<file path="config.mk">
export PLATFORM = sky130hd
export DESIGN_NAME = flash_status_ctrl
export DESIGN_NICKNAME = d
export VERILOG_FILES = /design/src/rtl/fsc_pkg.sv /design/src/rtl/fsc_spi_port.sv /design/src/rtl/fsc_busy_timer.sv /design/src/rtl/fsc_guard.sv /design/src/rtl/flash_status_ctrl.sv
export SDC_FILE = /design/constraint.sdc
export NUM_CORES = 1
export LEC_CHECK = 0
export BUFFER_PORTS_ARGS = -buffer_cell sky130_fd_sc_hd__buf_2
export CORE_MARGIN = 1.5
export CORE_UTILIZATION = 40
export CTS_BUF_LIST = sky130_fd_sc_hd__clkbuf_8 sky130_fd_sc_hd__clkbuf_16
export DETAILED_ROUTE_END_ITERATION = 8
export GPL_TIMING_DRIVEN = 1
export PLACE_DENSITY = 0.6
export SLEW_MARGIN = 15
export SYNTH_ARGS = -nofsm -noshare
export SYNTH_HDL_FRONTEND = slang
export SYNTH_HIERARCHICAL = 1
export SYNTH_SLANG_ARGS = --single-unit
</file>
<file path="constraint.sdc">
create_clock -name clk -period 11.24 [get_ports clk]
set_clock_uncertainty 0.15 [all_clocks]
set_input_delay 1.686 -clock clk [delete_from_list [all_inputs] [get_ports clk]]
set_output_delay 1.686 -clock clk [all_outputs]
set_load 0.02 [all_outputs]
</file>
<file path="src/rtl/fsc_pkg.sv">
// Package: opcodes and request kinds shared by the status/protection controller.
// Assumes: one-byte opcodes, 24-bit addresses.
package fsc_pkg;
    localparam logic [7:0] OP_WEN_SET = 8'h06;
    localparam logic [7:0] OP_WEN_CLR = 8'h04;
    localparam logic [7:0] OP_RD_STAT = 8'h05;
    localparam logic [7:0] OP_WR_STAT = 8'h01;
    localparam logic [7:0] OP_PROG    = 8'h02;
    localparam logic [7:0] OP_SECT_ER = 8'hD8;
    localparam logic [7:0] OP_BULK_ER = 8'hC7;

    localparam int ADDR_W = 24;

    typedef enum logic [1:0] {
        JOB_STATUS = 2'd0,
        JOB_PROG   = 2'd1,
        JOB_SECT   = 2'd2,
        JOB_BULK   = 2'd3
    } job_e;
endpackage

</file>
<file path="src/rtl/fsc_spi_port.sv">
// Module: SPI mode-0 slave front end, oversampled by clk.
// Does: synchronises the pins, assembles bytes, counts whole bytes, detects
//       the end of a frame and streams the status byte after opcode 0x05.
// Assumes: sck at most clk/8; status input is valid at any time.
module fsc_spi_port
    import fsc_pkg::*;
#(
    parameter int CNT_MAX = 5
) (
    input  logic       clk,
    input  logic       rst_n,
    input  logic       cs_n,
    input  logic       sck,
    input  logic       mosi,
    input  logic [7:0] status,
    output logic       byte_stb,
    output logic [7:0] byte_val,
    output logic [2:0] byte_pos,
    output logic [2:0] nbytes,
    output logic       frame_end,
    output logic       aligned,
    output logic       miso,
    output logic       miso_oe
);
    logic       cs_d1, cs_d2, sck_d1, sck_d2, mosi_d1;
    logic [2:0] bit_idx;
    logic [7:0] shreg, tx;
    logic       rd_mode;
    logic       active, sck_rise, rd_hit;
    logic [7:0] nxt;

    // Purpose: two-stage pin sampling for edge detection.
    always_ff @(posedge clk) begin
        if (!rst_n) begin
            cs_d1 <= 1'b1; cs_d2 <= 1'b1;
            sck_d1 <= 1'b0; sck_d2 <= 1'b0; mosi_d1 <= 1'b0;
        end else begin
            cs_d1 <= cs_n; cs_d2 <= cs_d1;
            sck_d1 <= sck; sck_d2 <= sck_d1; mosi_d1 <= mosi;
        end
    end

    assign active    = ~cs_d1;
    assign sck_rise  = sck_d1 & ~sck_d2;
    assign frame_end = cs_d1 & ~cs_d2;
    assign aligned   = (bit_idx == 3'd0);
    assign nxt       = {shreg[6:0], mosi_d1};
    assign rd_hit    = (nbytes == 3'd0) && (nxt == OP_RD_STAT);

    // Purpose: bit/byte counting, read-stream mode and status reload.
    always_ff @(posedge clk) begin
        if (!rst_n) begin
            bit_idx <= '0; nbytes <= '0; shreg <= '0; tx <= '0;
            rd_mode <= 1'b0; byte_stb <= 1'b0; byte_val <= '0; byte_pos <= '0;
        end else begin
            byte_stb <= 1'b0;
            if (!active) begin
                bit_idx <= '0;
                nbytes  <= '0;
                rd_mode <= 1'b0;
            end else if (sck_rise) begin
                shreg   <= nxt;
                bit_idx <= bit_idx + 3'd1;
                if (bit_idx == 3'd7) begin
                    byte_stb <= 1'b1;
                    byte_val <= nxt;
                    byte_pos <= nbytes;
                    if (nbytes != 3'(CNT_MAX)) nbytes <= nbytes + 3'd1;
                    if (rd_hit) rd_mode <= 1'b1;
                    if (rd_hit || rd_mode) tx <= status;
                end
            end
        end
    end

    assign miso    = rd_mode & tx[~bit_idx];
    assign miso_oe = rd_mode & active;
endmodule

</file>
<file path="src/rtl/fsc_busy_timer.sv">
// Module: busy-period timer; loads a per-kind duration on start.
// Does: busy is high while counting; done pulses in the last busy cycle.
// Assumes: start never arrives while busy (the decoder blocks it).
module fsc_busy_timer
    import fsc_pkg::*;
#(
    parameter int T_STAT = 800,
    parameter int T_PROG = 600,
    parameter int T_SECT = 700,
    parameter int T_BULK = 900
) (
    input  logic clk,
    input  logic rst_n,
    input  logic start,
    input  job_e job,
    output logic busy,
    output logic done
);
    localparam int M1   = (T_STAT > T_PROG) ? T_STAT : T_PROG;
    localparam int M2   = (T_SECT > T_BULK) ? T_SECT : T_BULK;
    localparam int TMAX = (M1 > M2) ? M1 : M2;
    localparam int CW   = $clog2(TMAX + 1);

    logic [CW-1:0] cnt, load;

    // Purpose: pick the duration of the requested kind.
    always_comb begin
        unique case (job)
            JOB_STATUS: load = CW'(T_STAT);
            JOB_PROG:   load = CW'(T_PROG);
            JOB_SECT:   load = CW'(T_SECT);
            default:    load = CW'(T_BULK);
        endcase
    end

    // Purpose: down-count the busy period.
    always_ff @(posedge clk) begin
        if (!rst_n)               cnt <= '0;
        else if (start)           cnt <= load;
        else if (cnt != '0)       cnt <= cnt - CW'(1);
    end

    assign busy = (cnt != '0);
    assign done = (cnt == CW'(1));
endmodule

</file>
<file path="src/rtl/fsc_guard.sv">
// Module: instruction decoder, status bits and protection checks.
// Does: captures opcode/address/data, commits at frame end on a byte
//       boundary, gates writes by WEN, protect level, lock bit and wp_n.
// Assumes: wp_n is stable around the end of a frame.
module fsc_guard
    import fsc_pkg::*;
#(
    parameter int SECT_W   = 7,
    parameter int SECT_LSB = 16
) (
    input  logic              clk,
    input  logic              rst_n,
    input  logic              byte_stb,
    input  logic [7:0]        byte_val,
    input  logic [2:0]        byte_pos,
    input  logic [2:0]        nbytes,
    input  logic              frame_end,
    input  logic              aligned,
    input  logic              wp_n,
    input  logic              busy,
    input  logic              done,
    output logic              go,
    output job_e              go_job,
    output logic [7:0]        status,
    output logic              op_start,
    output job_e              op_kind,
    output logic [ADDR_W-1:0] op_addr
);
    localparam logic [SECT_W:0] ALL_SECT = {1'b1, {SECT_W{1'b0}}};

    logic [7:0]        opc;
    logic [ADDR_W-1:0] addr;
    logic              lock_new, lock, wen;
    logic [2:0]        prot_new, prot;
    logic              set_wen, clr_wen, wr_stat;
    logic [SECT_W:0]   prot_cnt, sector;
    logic              in_prot;

    // Purpose: capture opcode, address bytes and status data byte.
    always_ff @(posedge clk) begin
        if (!rst_n) begin
            opc <= '0; addr <= '0; lock_new <= 1'b0; prot_new <= '0;
        end else if (byte_stb) begin
            unique case (byte_pos)
                3'd0: opc <= byte_val;
                3'd1: begin
                    addr[23:16] <= byte_val;
                    lock_new    <= byte_val[7];
                    prot_new    <= byte_val[4:2];
                end
                3'd2: addr[15:8] <= byte_val;
                3'd3: addr[7:0]  <= byte_val;
                default: ;
            endcase
        end
    end

    // Purpose: protected-range test of the addressed sector.
    always_comb begin
        sector = {1'b0, addr[SECT_LSB +: SECT_W]};
        if (prot == 3'd7)      prot_cnt = ALL_SECT;
        else if (prot != 3'd0) prot_cnt = (SECT_W+1)'(1) << (prot - 3'd1);
        else                   prot_cnt = '0;
        in_prot = (prot != 3'd0) && (sector >= (ALL_SECT - prot_cnt));
    end

    // Purpose: decide at frame end what the finished instruction does.
    always_comb begin
        go = 1'b0; go_job = JOB_STATUS;
        set_wen = 1'b0; clr_wen = 1'b0; wr_stat = 1'b0;
        if (frame_end && aligned && !busy) begin
            unique case (opc)
                OP_WEN_SET: set_wen = (nbytes == 3'd1);
                OP_WEN_CLR: clr_wen = (nbytes == 3'd1);
                OP_WR_STAT: if (nbytes == 3'd2 && wen && !(lock && !wp_n)) begin
                    wr_stat = 1'b1; go = 1'b1; go_job = JOB_STATUS;
                end
                OP_PROG: if (nbytes >= 3'd4 && wen && !in_prot) begin
                    go = 1'b1; go_job = JOB_PROG;
                end
                OP_SECT_ER: if (nbytes == 3'd4 && wen && !in_prot) begin
                    go = 1'b1; go_job = JOB_SECT;
                end
                OP_BULK_ER: if (nbytes == 3'd1 && wen && prot == 3'd0) begin
                    go = 1'b1; go_job = JOB_BULK;
                end
                default: ;
            endcase
        end
    end

    // Purpose: status bits and the registered request pulse.
    always_ff @(posedge clk) begin
        if (!rst_n) begin
            lock <= 1'b0; prot <= '0; wen <= 1'b0;
            op_start <= 1'b0; op_kind <= JOB_STATUS; op_addr <= '0;
        end else begin
            if (done)    wen <= 1'b0;
            if (set_wen) wen <= 1'b1;
            if (clr_wen) wen <= 1'b0;
            if (wr_stat) begin
                lock <= lock_new;
                prot <= prot_new;
            end
            op_start <= go;
            if (go) begin
                op_kind <= go_job;
                op_addr <= addr;
            end
        end
    end

    assign status = {lock, 2'b00, prot, wen, busy};
endmodule

</file>
<file path="src/rtl/flash_status_ctrl.sv">
// Module: top of the serial flash status and protection controller.
// Does: joins the SPI front end, the decoder/guard and the busy timer.
// Assumes: SPI pins are slow relative to clk; array logic consumes op_*.
module flash_status_ctrl
    import fsc_pkg::*;
#(
    parameter int SECT_W   = 7,
    parameter int SECT_LSB = 16,
    parameter int T_STAT   = 800,
    parameter int T_PROG   = 600,
    parameter int T_SECT   = 700,
    parameter int T_BULK   = 900
) (
    input  logic        clk,
    input  logic        rst_n,
    input  logic        spi_cs_n,
    input  logic        spi_sck,
    input  logic        spi_mosi,
    output logic        spi_miso,
    output logic        spi_miso_oe,
    input  logic        wp_n,
    output logic        op_start,
    output logic [1:0]  op_kind,
    output logic [23:0] op_addr
);
    logic       byte_stb, frame_end, aligned, busy, done, go;
    logic [7:0] byte_val, status_w;
    logic [2:0] byte_pos, nbytes;
    job_e       go_job, kind_w;

    fsc_spi_port #(.CNT_MAX(5)) u_port (
        .clk(clk), .rst_n(rst_n), .cs_n(spi_cs_n), .sck(spi_sck),
        .mosi(spi_mosi), .status(status_w), .byte_stb(byte_stb),
        .byte_val(byte_val), .byte_pos(byte_pos), .nbytes(nbytes),
        .frame_end(frame_end), .aligned(aligned), .miso(spi_miso),
        .miso_oe(spi_miso_oe)
    );

    fsc_guard #(.SECT_W(SECT_W), .SECT_LSB(SECT_LSB)) u_guard (
        .clk(clk), .rst_n(rst_n), .byte_stb(byte_stb), .byte_val(byte_val),
        .byte_pos(byte_pos), .nbytes(nbytes), .frame_end(frame_end),
        .aligned(aligned), .wp_n(wp_n), .busy(busy), .done(done),
        .go(go), .go_job(go_job), .status(status_w), .op_start(op_start),
        .op_kind(kind_w), .op_addr(op_addr)
    );

    fsc_busy_timer #(.T_STAT(T_STAT), .T_PROG(T_PROG), .T_SECT(T_SECT),
                     .T_BULK(T_BULK)) u_timer (
        .clk(clk), .rst_n(rst_n), .start(go), .job(go_job),
        .busy(busy), .done(done)
    );

    assign op_kind = kind_w;
endmodule

</file>
== After elaboration in Yosys (flattened, before gate mapping) ==
Index checks and enable logic that the tools add are counted.
Cells by class
  $add $sub $neg: 5
  magnitude comparators: 3
  equal/unequal tests: 19
  shifts and indexed selects: 1
  muxes and demuxes: 27
  bitwise logic cells: 10
  reductions and logical operators: 39
Operators with widths (count)
  9-bit case mux with 3 select lines: 1
  8-bit by 3-bit == test with 1-bit output (second input constant): 3
  10-bit 2-to-1 mux: 2
  8-bit == test (second input constant): 2
  1-bit 2-to-1 mux: 16
  8-bit 2-to-1 mux: 2
  1-bit logical AND: 13
  3-bit logical NOT: 4
  10-bit by 1-bit == test with 1-bit output (second input constant): 1
  2-bit AND reduction: 5
  10-bit nonzero test: 1
  10-bit by 1-bit subtractor with 10-bit output (second input constant): 1
  3-bit by 2-bit == test with 1-bit output (second input constant): 3
  3-bit == test (second input constant): 3
  3-bit AND reduction: 3
  8-bit by 1-bit == test with 1-bit output (second input constant): 1
  8-bit by 2-bit == test with 1-bit output (second input constant): 1
  7-bit by 8-bit >= comparator with 1-bit output: 1
  1-bit by 3-bit << shifter with 8-bit output (first input constant): 1
  8-bit subtractor (first input constant): 1
  3-bit by 1-bit adder with 3-bit output (second input constant): 2
  3-bit by 1-bit == test with 1-bit output (second input constant): 2
  2-bit 2-to-1 mux: 3
  2-bit case mux with 3 select lines: 1
  19 further kinds: 31
Storage, ports and cells
  bits in registers: 115
  bits of input ports: 6
  word-level logic and storage cells: 130

== Logic depth before layout (Yosys ltp) ==
Gate-level depths: netlist of the first run.
  word-level depth: 15
  depth in mapped cells: 20

== Cells and area by module ==
Netlist of the first run, hierarchy kept.
By module, submodules not included
  fsc_guard: instances 1, cells an instance 313, area each 2907.8 um^2, sequential area each 1281.2 um^2
  fsc_spi_port: instances 1, cells an instance 170, area each 1630.3 um^2, sequential area each 780.7 um^2
  fsc_busy_timer: instances 1, cells an instance 76, area each 666.9 um^2, sequential area each 200.2 um^2

== Least setup slack after synthesis of the first run ==
OpenSTA, ideal clock, no wires.
  kind: register to register
  start: register u_guard.prot[0]
  end: register u_timer.cnt[7]
  data arrival time: 3.682 ns
  setup slack: 7.324 ns
  stages on the path, launching flop included: 19
  path buffers: 3
  clock period less this slack: 3.916 ns
  path through: dfxtp_1 -> clkbuf_1 -> or3b_2 -> ha_1 -> a21oi_1 -> mux2i_1 -> ha_1 -> a21o_1 -> a21oi_1 -> a21oi_1 -> or4_4 -> a21o_4 -> buf_6 -> inv_2 -> clkbuf_1 -> inv_1 -> nor2_1 -> nand2_1 -> o31ai_2
On the way
  elaborated cells on any way between the ends: 30
  those cells by class: 2 x add/sub; 1 x order compare; 3 x eq/ne; 1 x shift; 14 x mux; 9 x reduce/logical
RTL lines
  start: declaration: RTL line fsc_guard.sv:34  | logic [2:0] prot_new, prot;
  start signal: assignment: RTL line fsc_guard.sv:103  | prot <= prot_new;
  3-bit by 1-bit subtractor with 3-bit output: RTL line fsc_guard.sv:62  | else if (prot != 3'd0) prot_cnt = (SECT_W+1)'(1) << (prot - 3'd1);
  1-bit by 3-bit << shifter with 8-bit output: RTL line fsc_guard.sv:62
  8-bit 2-to-1 mux: RTL line fsc_guard.sv:62
  8-bit 2-to-1 mux: RTL line fsc_guard.sv:61  | if (prot == 3'd7) prot_cnt = ALL_SECT;
  8-bit subtractor: RTL line fsc_guard.sv:64  | in_prot = (prot != 3'd0) && (sector >= (ALL_SECT - prot_cnt));
  7-bit by 8-bit >= comparator with 1-bit output: RTL line fsc_guard.sv:64
  1-bit logical AND: RTL line fsc_guard.sv:64
  1-bit logical NOT: RTL line fsc_guard.sv:78, fsc_guard.sv:81
  1-bit logical AND, on equally long branches: RTL line fsc_guard.sv:81, fsc_guard.sv:78
  1-bit 2-to-1 mux, on equally long branches: RTL line fsc_guard.sv:81, fsc_guard.sv:78
  1-bit case mux with 4 select lines (*): RTL line fsc_guard.sv:72  | unique case (opc)
  1-bit 2-to-1 mux (*): RTL line fsc_guard.sv:71  | if (frame_end && aligned && !busy) begin
  net go: RTL line flash_status_ctrl.sv:26  | logic byte_stb, frame_end, aligned, busy, done, go;
  10-bit 2-to-1 mux or 2-bit nonzero test (tied branches)
  end signal: assignment: RTL line fsc_busy_timer.sv:39  | else if (start) cnt <= load;
  end signal: assignment: RTL line fsc_busy_timer.sv:40  | else if (cnt != '0) cnt <= cnt - CW'(1);
  end: declaration: RTL line fsc_busy_timer.sv:24  | logic [CW-1:0] cnt, load;
The timed path passes the listed nets; every way through them passes the cells marked *.
A chain may end at the register's enable or synchronous reset.

== Worst setup path in the final report of the first run ==
  start: register u_guard.prot[0]
  end: register u_guard.op_addr[14]
On the way
  cells in the longest elaborated chain, start to end: 12
  elaborated cells on any way between the ends: 19
  those cells by class: 2 x add/sub; 1 x order compare; 1 x eq/ne; 1 x shift; 7 x mux; 7 x reduce/logical
Ends and longest elaborated chain
  3-bit by 1-bit subtractor with 3-bit output: RTL line fsc_guard.sv:62
  1-bit by 3-bit << shifter with 8-bit output: RTL line fsc_guard.sv:62
  8-bit 2-to-1 mux: RTL line fsc_guard.sv:62
  8-bit 2-to-1 mux: RTL line fsc_guard.sv:61
  8-bit subtractor: RTL line fsc_guard.sv:64
  7-bit by 8-bit >= comparator with 1-bit output: RTL line fsc_guard.sv:64
  1-bit logical AND: RTL line fsc_guard.sv:64
  1-bit logical NOT: RTL line fsc_guard.sv:78, fsc_guard.sv:81
  1-bit logical AND, on equally long branches: RTL line fsc_guard.sv:81, fsc_guard.sv:78
  1-bit 2-to-1 mux, on equally long branches: RTL line fsc_guard.sv:81, fsc_guard.sv:78
  1-bit case mux with 4 select lines (*): RTL line fsc_guard.sv:72
  1-bit 2-to-1 mux (*): RTL line fsc_guard.sv:71
  end signal: assignment: RTL line fsc_guard.sv:108  | op_addr <= addr;
  end: declaration: RTL line fsc_guard.sv:27  | output logic [ADDR_W-1:0] op_addr
Mark *: on every way between the ends. The rest lies on a longest branch, timed or not.

==> impl_metrics.ini, run 1 <==
[finish]
syn_to_final_growth_pct = 14.76
num-fill-cells = 1245
final_layout_size_suffix_gt1_frac = 0.1868
n_antenna_cell = 0
num-nets-final = 602

[placed_design]
io_buffers = 34
dp_hpwl_um = 7531
gp_congestion = 0.8401
dp_slack_ns = 7.121

[power]
p_int_uw = 796.2
comb_power_share = 0.098
power.share.sequential = 0.404
p_leak_uw = 0.002299
clockPowerShare = 0.497
swShare = 0.2480
peakVddDrop_uv = 98.95
p_sw_uw = 262.6
power_density_mw_per_mm2 = 177.2

[sta]
period_share = 0.3751
hold_viol = 0
relSlewSlack = 0.3150
tightest_slew_ns = 1.024
setup_viol = 0
setup_tns_ns = 0
drv_slew = 0
holdWs_ns = 0.3080
post-route-min-period_ns = 4.216
rsz0062_at_grt = no
setup_slack_ns = 7.024
max_freq_mhz = 237.2

[floorplan]
core_sq_mm = 0.01267
die_w_um = 117.1
rows = 41
start_util = 0.4108
die_h_um = 117.1
ioPinCount = 35
dieArea_sq_mm = 0.01371

[global_route]
grt.total_usage = 0.1739
grt_pass1_wl_um = 18130
grt-ovfl-total = 0
grt_antenna_before_repair = 0
grt_max_degree = 81
grt_pass1_vias = 3654

[worst_setup_path]
critPathKind = flip-flop to flip-flop
crit_required_ns = 11.44
path_cells = or3b_2 > ha_1 > a21oi_1 > mux2i_1 > ha_1 > a21o_1 > a21oi_1 > a21oi_1 > or4_4 > a211oi_4 > a32o_2
crit_top_cell = a21oi_1
slowest_stage = a211oi_4
critPathMaxFanout = 25
worstPathArrival_ns = 4.41
end_kind = flip-flop
start_kind = flip-flop
cp_slowest_stage_delay_ns = 0.88

[yosys]
synth_commonest_cells = 113 x dfxtp_1, 89 x nand2_1, 49 x nor2_1, 39 x mux2i_1, 25 x a21oi_1
synthCells = 559
ys_warn_count = 6
syn_area_sq_mm = 0.005205
synth_top_area_frac = 0.4346
synth_cell_types = 62
yosysTopAreaCell = dfxtp_1
synthArstFlopShare = 0
synth-seq-area-share = 0.4346
synthMostInstantiatedCell = dfxtp_1
synth_ff_type = dfxtp_1
synth_edf_count = 0
ys_ff_latch = 113
yosys-top-cells-area = dfxtp_1 43%, mux2i_1 7.5%, nand2_1 6.4%
avgSynthCellArea_sq_um = 9.311

[clock_tree]
clock_latency_ns = 0.41
cts-root-buf = clkbuf_16
cts_max_level = 4
cts_sinks = 113
cts_setup_buffers = 0
cts_made_buffers = 17
cts_resized = 0
cts_hold_buf = 0
cts_tree = yes
clock_path_buffers = 2
clk_pin_slew_ns = 0.05

[drt]
wl_per_cell_um = 14.59
via_count = 3978
drc_errors = 0
first_iter_violations = 241
drt-total-wl_um = 11110
first_pass_iters = 6
ant_nets = 0
viasPerCell = 5.227

[min_path]
min_path_type = flip-flop to flip-flop

[job]
drv_cap = 0

[status]
status = completed
==> power by group through the flow <==
stage	clock network [uW]	registers (uW)	logic [uW]
6_report	527	428	104
2_1_floorplan	0	432	92.4
5_1_grt	556	429	116
4_1_cts	540	428	105
3_5_place_dp	0	436	104
3_3_place_gp	0	435	100
==> stage by stage <==
stage	instance area (sq um)	power [uW]	std cells	utilization
4_1_cts	5973	1072	761	0.4714
3_5_place_dp	5383	540.0	729	0.4248
3_3_place_gp	5383	535.2	729	0.4248
5_1_grt	5973	1102	761	0.4714
6_report	5973	1059	761	0.4714
2_1_floorplan	5209	524.0	560	-
==> metal layers <==
| metal | global-route usage | part of all wire | wire length (um) |
|---|---|---|---|
| met1 | 0.2266 | 0.49 | 5400 |
| met2 | 0.2663 | 0.45 | 5033 |
| met3 | 0.04480 | 0.037 | 407 |
| met4 | 0.09076 | 0.024 | 265 |
| met5 | 0 | 0 | 0 |
==> flip-flops by register name, summed over array words and instances (netlist names) <==
| name | flops |
|---|---|
| u_port/shreg | 7 |
| u_guard/lock | 1 |
| u_port/sck_d2 | 1 |
| u_guard/prot | 3 |
| u_port/nbytes | 3 |
| u_port/cs_d1 | 1 |
| u_guard/addr | 24 |
| u_port/byte_stb | 1 |
| u_port/mosi_d1 | 1 |
| u_guard/wen | 1 |
| u_guard/op_addr | 24 |
| u_guard/op_start | 1 |
| u_port/rd_mode | 1 |
| u_port/cs_d2 | 1 |
| u_timer/cnt | 10 |
| u_port/tx | 8 |
| u_port/sck_d1 | 1 |
| u_guard/opc | 8 |
| u_guard/op_kind | 2 |
| u_port/bit_idx | 3 |
| u_port/byte_val | 8 |
| u_port/byte_pos | 3 |
==> critical path: cells and delay by family, from the launching register on <==
family,cells,cell delay (ns)
compound gates,6,1.91
simple gates,2,1.04
flops,1,0.49
fa+ha+maj,2,0.46
mux,1,0.10
==> cells in the final DEF (no fill, tap or decap), drive strengths merged, types with 19 or more instances in the layout <==
master / n
clkbuf: 19
ha: 20
nand2: 89
inv: 19
a21oi: 25
mux2i: 39
dfxtp: 113
nor2: 50
buf: 36
a32o: 24
==> logic make-up after synthesis <==
| logic type | synth area share |
|---|---|
| flops | 0.4346 |
| other cells | 0.0007205 |
| compound gates | 0.1363 |
| mux | 0.08365 |
| buf+inv | 0.05577 |
| xor+xnor | 0.01515 |
| simple gates | 0.2257 |
| fa+ha+maj | 0.04808 |
==> area by class of cell <==
| cell class | instances | area, sq um | share of cell area |
|---|---|---|---|
| Tap cell | 172 | 215.2 | 0.03603 |
| Clock inverter | 13 | 137.6 | 0.02304 |
| Timing Repair Buffer | 36 | 185.2 | 0.03100 |
| Clock buffer | 19 | 452.9 | 0.07583 |
| Multi-Input combinational cell | 391 | 2656 | 0.4447 |
| Inverter | 17 | 63.81 | 0.01068 |
| Sequential cell | 113 | 2262 | 0.3787 |
==> path summary, 6_finish.rpt <==
check	start	endpoint	slack (ns)	depth (start not counted)
hold / removal	u_port/tx[6]	u_port/tx[6]	0.31	2
setup / recovery	u_guard/prot[0]	u_guard/op_addr[14]	7.02	11
hold reg to reg	u_port/tx[6]	u_port/tx[6]	0.31	2
setup reg to reg	u_guard/prot[0]	u_guard/op_addr[14]	7.02	11
No activity file was read; power rests on OpenSTA's default activity.
==> run 2: changes to the inputs <==
- ABC_AREA: unset -> 1
- PLACE_DENSITY: 0.6 -> 0.62
- clock period: 11.24 -> 3.8 ns (I/O delays scaled with it)
==> run 2 against run 1 <==
Die area grew 1.3%. Count of clock-buffer cells in the layout did not move. Global-route usage up 0.093 points. Sequential power rose to 3.0 times the previous value. Non-clock buffer count stayed put. Area after synthesis increased by 1.3%. Largest power group unchanged. Highest routed layer unchanged.
==> impl_metrics.ini, run 2 <==
[finish]
reg_top3 = u_guard/addr x24, u_guard/op_addr x24, u_timer/cnt x10
fin_area_sq_mm = 0.006118
n_antenna_cell = 0
num-nets-final = 780
final_cell_mix = 122 x nand2_1, 113 x dfxtp_1, 107 x inv_1
postLayoutCoreUtil = 0.4809
layout_commonest_cell = nand2_1
final_layout_size_suffix_gt1_frac = 0.1382
syn_to_final_growth_pct = 15.99
num-fill-cells = 1271

[worst_setup_path]
start_kind = flip-flop
rr_worst_depth = 21
critPathMaxFanout = 7
crit_required_ns = 3.96
r2r-start = u_guard/prot[0]
r2r_slack_ns = 0.34
critPathKind = flip-flop to flip-flop
end_kind = flip-flop
worstPathArrival_ns = 3.61
reg2reg_to = u_timer/cnt[7]

[placed_design]
gp_congestion = 0.8652
dpl-instance-area_sq_mm = 0.005520
io_buffers = 34
dp_hpwl_um = 7792

[power]
peakVddDrop_uv = 300.2
power_uw = 3353
p_leak_uw = 0.002651
power_density_mw_per_mm2 = 548.0

[sta]
max_freq_mhz = 289.3
period_share = 0.9096
holdWs_ns = 0.1817
setup_viol = 0
relSlewSlack = 0.5742
rsz0062_at_grt = no
hold_viol = 0
drv_slew = 0
post-route-min-period_ns = 3.456
tightest_slew_ns = 0.6382
setup_tns_ns = 0

[yosys]
synth_commonest_cells = 122 x nand2_1, 113 x dfxtp_1, 104 x inv_1, 96 x nor2_1, 79 x a21oi_1
ys_warn_count = 6
synth_top_area_frac = 0.4288
ys_ff_latch = 113
yosysTopAreaCell = dfxtp_1
yosys-top-cells-area = dfxtp_1 43%, nand2_1 8.7%, a21oi_1 7.5%
syn_area_sq_mm = 0.005275
synth_ff_type = dfxtp_1
synth_cell_types = 37
synth_edf_count = 0
synthCells = 727
synthArstFlopShare = 0
synthMostInstantiatedCell = nand2_1
avgSynthCellArea_sq_um = 7.256
synth-seq-area-share = 0.4288

[floorplan]
die_w_um = 117.8
die_h_um = 117.8
start_util = 0.4146
core_sq_mm = 0.01272
ioPinCount = 35
rows = 41
dieArea_sq_mm = 0.01389

[min_path]
min_path_type = input pin to flip-flop
hold_depth = 3
hold_path.startpoint = spi_sck
holdPathEnd = u_port/sck_d1

[clock_tree]
clock_path_buffers = 2
cts_hold_buf = 0
cts-root-buf = clkbuf_16
clock_latency_ns = 0.42
cts_setup_buffers = 0
clk_pin_slew_ns = 0.05
cts_resized = 0
cts_sinks = 113
cts_max_level = 4
cts_made_buffers = 17
cts_tree = yes

[drt]
first_pass_iters = 5
via_count = 4447
ant_nets = 0
first_iter_violations = 297
drc_errors = 0
wl_per_cell_um = 12.10
drt-total-wl_um = 11360
viasPerCell = 4.736

[global_route]
grt.total_usage = 0.1749
grt_pass1_wl_um = 19430
grt-ovfl-total = 0
grt_pass1_vias = 4088
grt_antenna_before_repair = 0
grt_max_degree = 69

[job]
drv_cap = 0

[status]
status = completed
==> run 2: cell types whose count changed after synthesis, moves of 18 or more <==
cell	before	now
inv_1	16	104
o21ai_0	5	61
a21oi_1	25	79
nor2_1	49	96
mux2i_1	39	0
nand2_1	89	122
a32o_2	22	0
nand3_1	13	31
==> run 2: through the flow <==
step	setup slack, ns	instances
floorplan	0.7292	728
global placement	0.5148	907
detailed placement	0.3874	907
CTS	0.3622	939
global route	0.009360	939
finish	0.3435	939
==> run 2: worst max-delay path, cell delays in order (launching register included) <==
cell and delay [ns]:
dfxtp_1 0.44, inv_1 0.10, nor3_1 0.21, inv_1 0.07, ha_1 0.20, inv_1 0.08, xor2_1 0.14, ha_1 0.25
nand2_1 0.09, nor2_1 0.05, nor2_1 0.07, nand2_1 0.06, nand2_1 0.07, nand2_1 0.05, nand2_1 0.10, nand3b_1 0.13
a21oi_1 0.26, inv_1 0.10, ha_1 0.22, or3_1 0.36, nand2_2 0.09, a21oi_1 0.06
==> run 2: logic make-up (layout without fill, tap and decap cells) <==
group | after synthesis | after routing | share of synthesized area
XOR/XNOR | 3 | 3 | 0.004982
buffers and inverters | 137 | 176 | 0.1098
flip-flops | 113 | 113 | 0.4288
AND/OR/NAND/NOR | 298 | 298 | 0.2576
other | 1 | 2 | 0.0007109
adder cells (fa/ha/maj) | 20 | 20 | 0.04744
AO/OA/AOI/OAI | 155 | 155 | 0.1506
==> run 2: worst max path at each step <==
stage	from	cells after the start	slack, ns	endpoint
CTS	u_guard/prot[0]	21	0.36	u_timer/cnt[7]
detailed placement	u_guard/prot[0]	21	0.39	u_timer/cnt[2]
finish	u_guard/prot[0]	21	0.34	u_timer/cnt[7]
global route	u_guard/prot[0]	21	0.009	u_timer/cnt[3]
global placement	u_guard/prot[0]	21	0.51	u_timer/cnt[2]
floorplan	u_guard/prot[0]	23	0.73	u_timer/cnt[2]
==> run 2: cell type report <==
| cell class | count | area (sq um) | area share |
|---|---|---|---|
| clock buffers | 19 | 452.9 | 0.07403 |
| clock inverters | 13 | 145.1 | 0.02372 |
| inverters | 108 | 407.9 | 0.06667 |
| multi-input cells | 478 | 2437 | 0.3984 |
| flip-flops and latches | 113 | 2262 | 0.3697 |
| well taps | 172 | 215.2 | 0.03517 |
| repair buffers | 36 | 197.7 | 0.03231 |
==> run 2: report_power, final <==
part | total, uW | switching [uW] | internal (uW)
clock | 1590 | 537 | 1050
sequential | 1290 | 51.5 | 1240
combinational | 476 | 303 | 174
total | 3350 | 892 | 2460
==> run 2: per-layer routing <==
metal | vias up | part of all wire | wire length (um) | global-route usage
met1 | 1983 | 0.49 | 5522 | 0.2251
met5 | - | 0 | 0 | 0
li1 | 2360 | - | - | -
met2 | 84 | 0.45 | 5144 | 0.2727
met3 | 20 | 0.038 | 433 | 0.04942
met4 | 0 | 0.023 | 261 | 0.07774
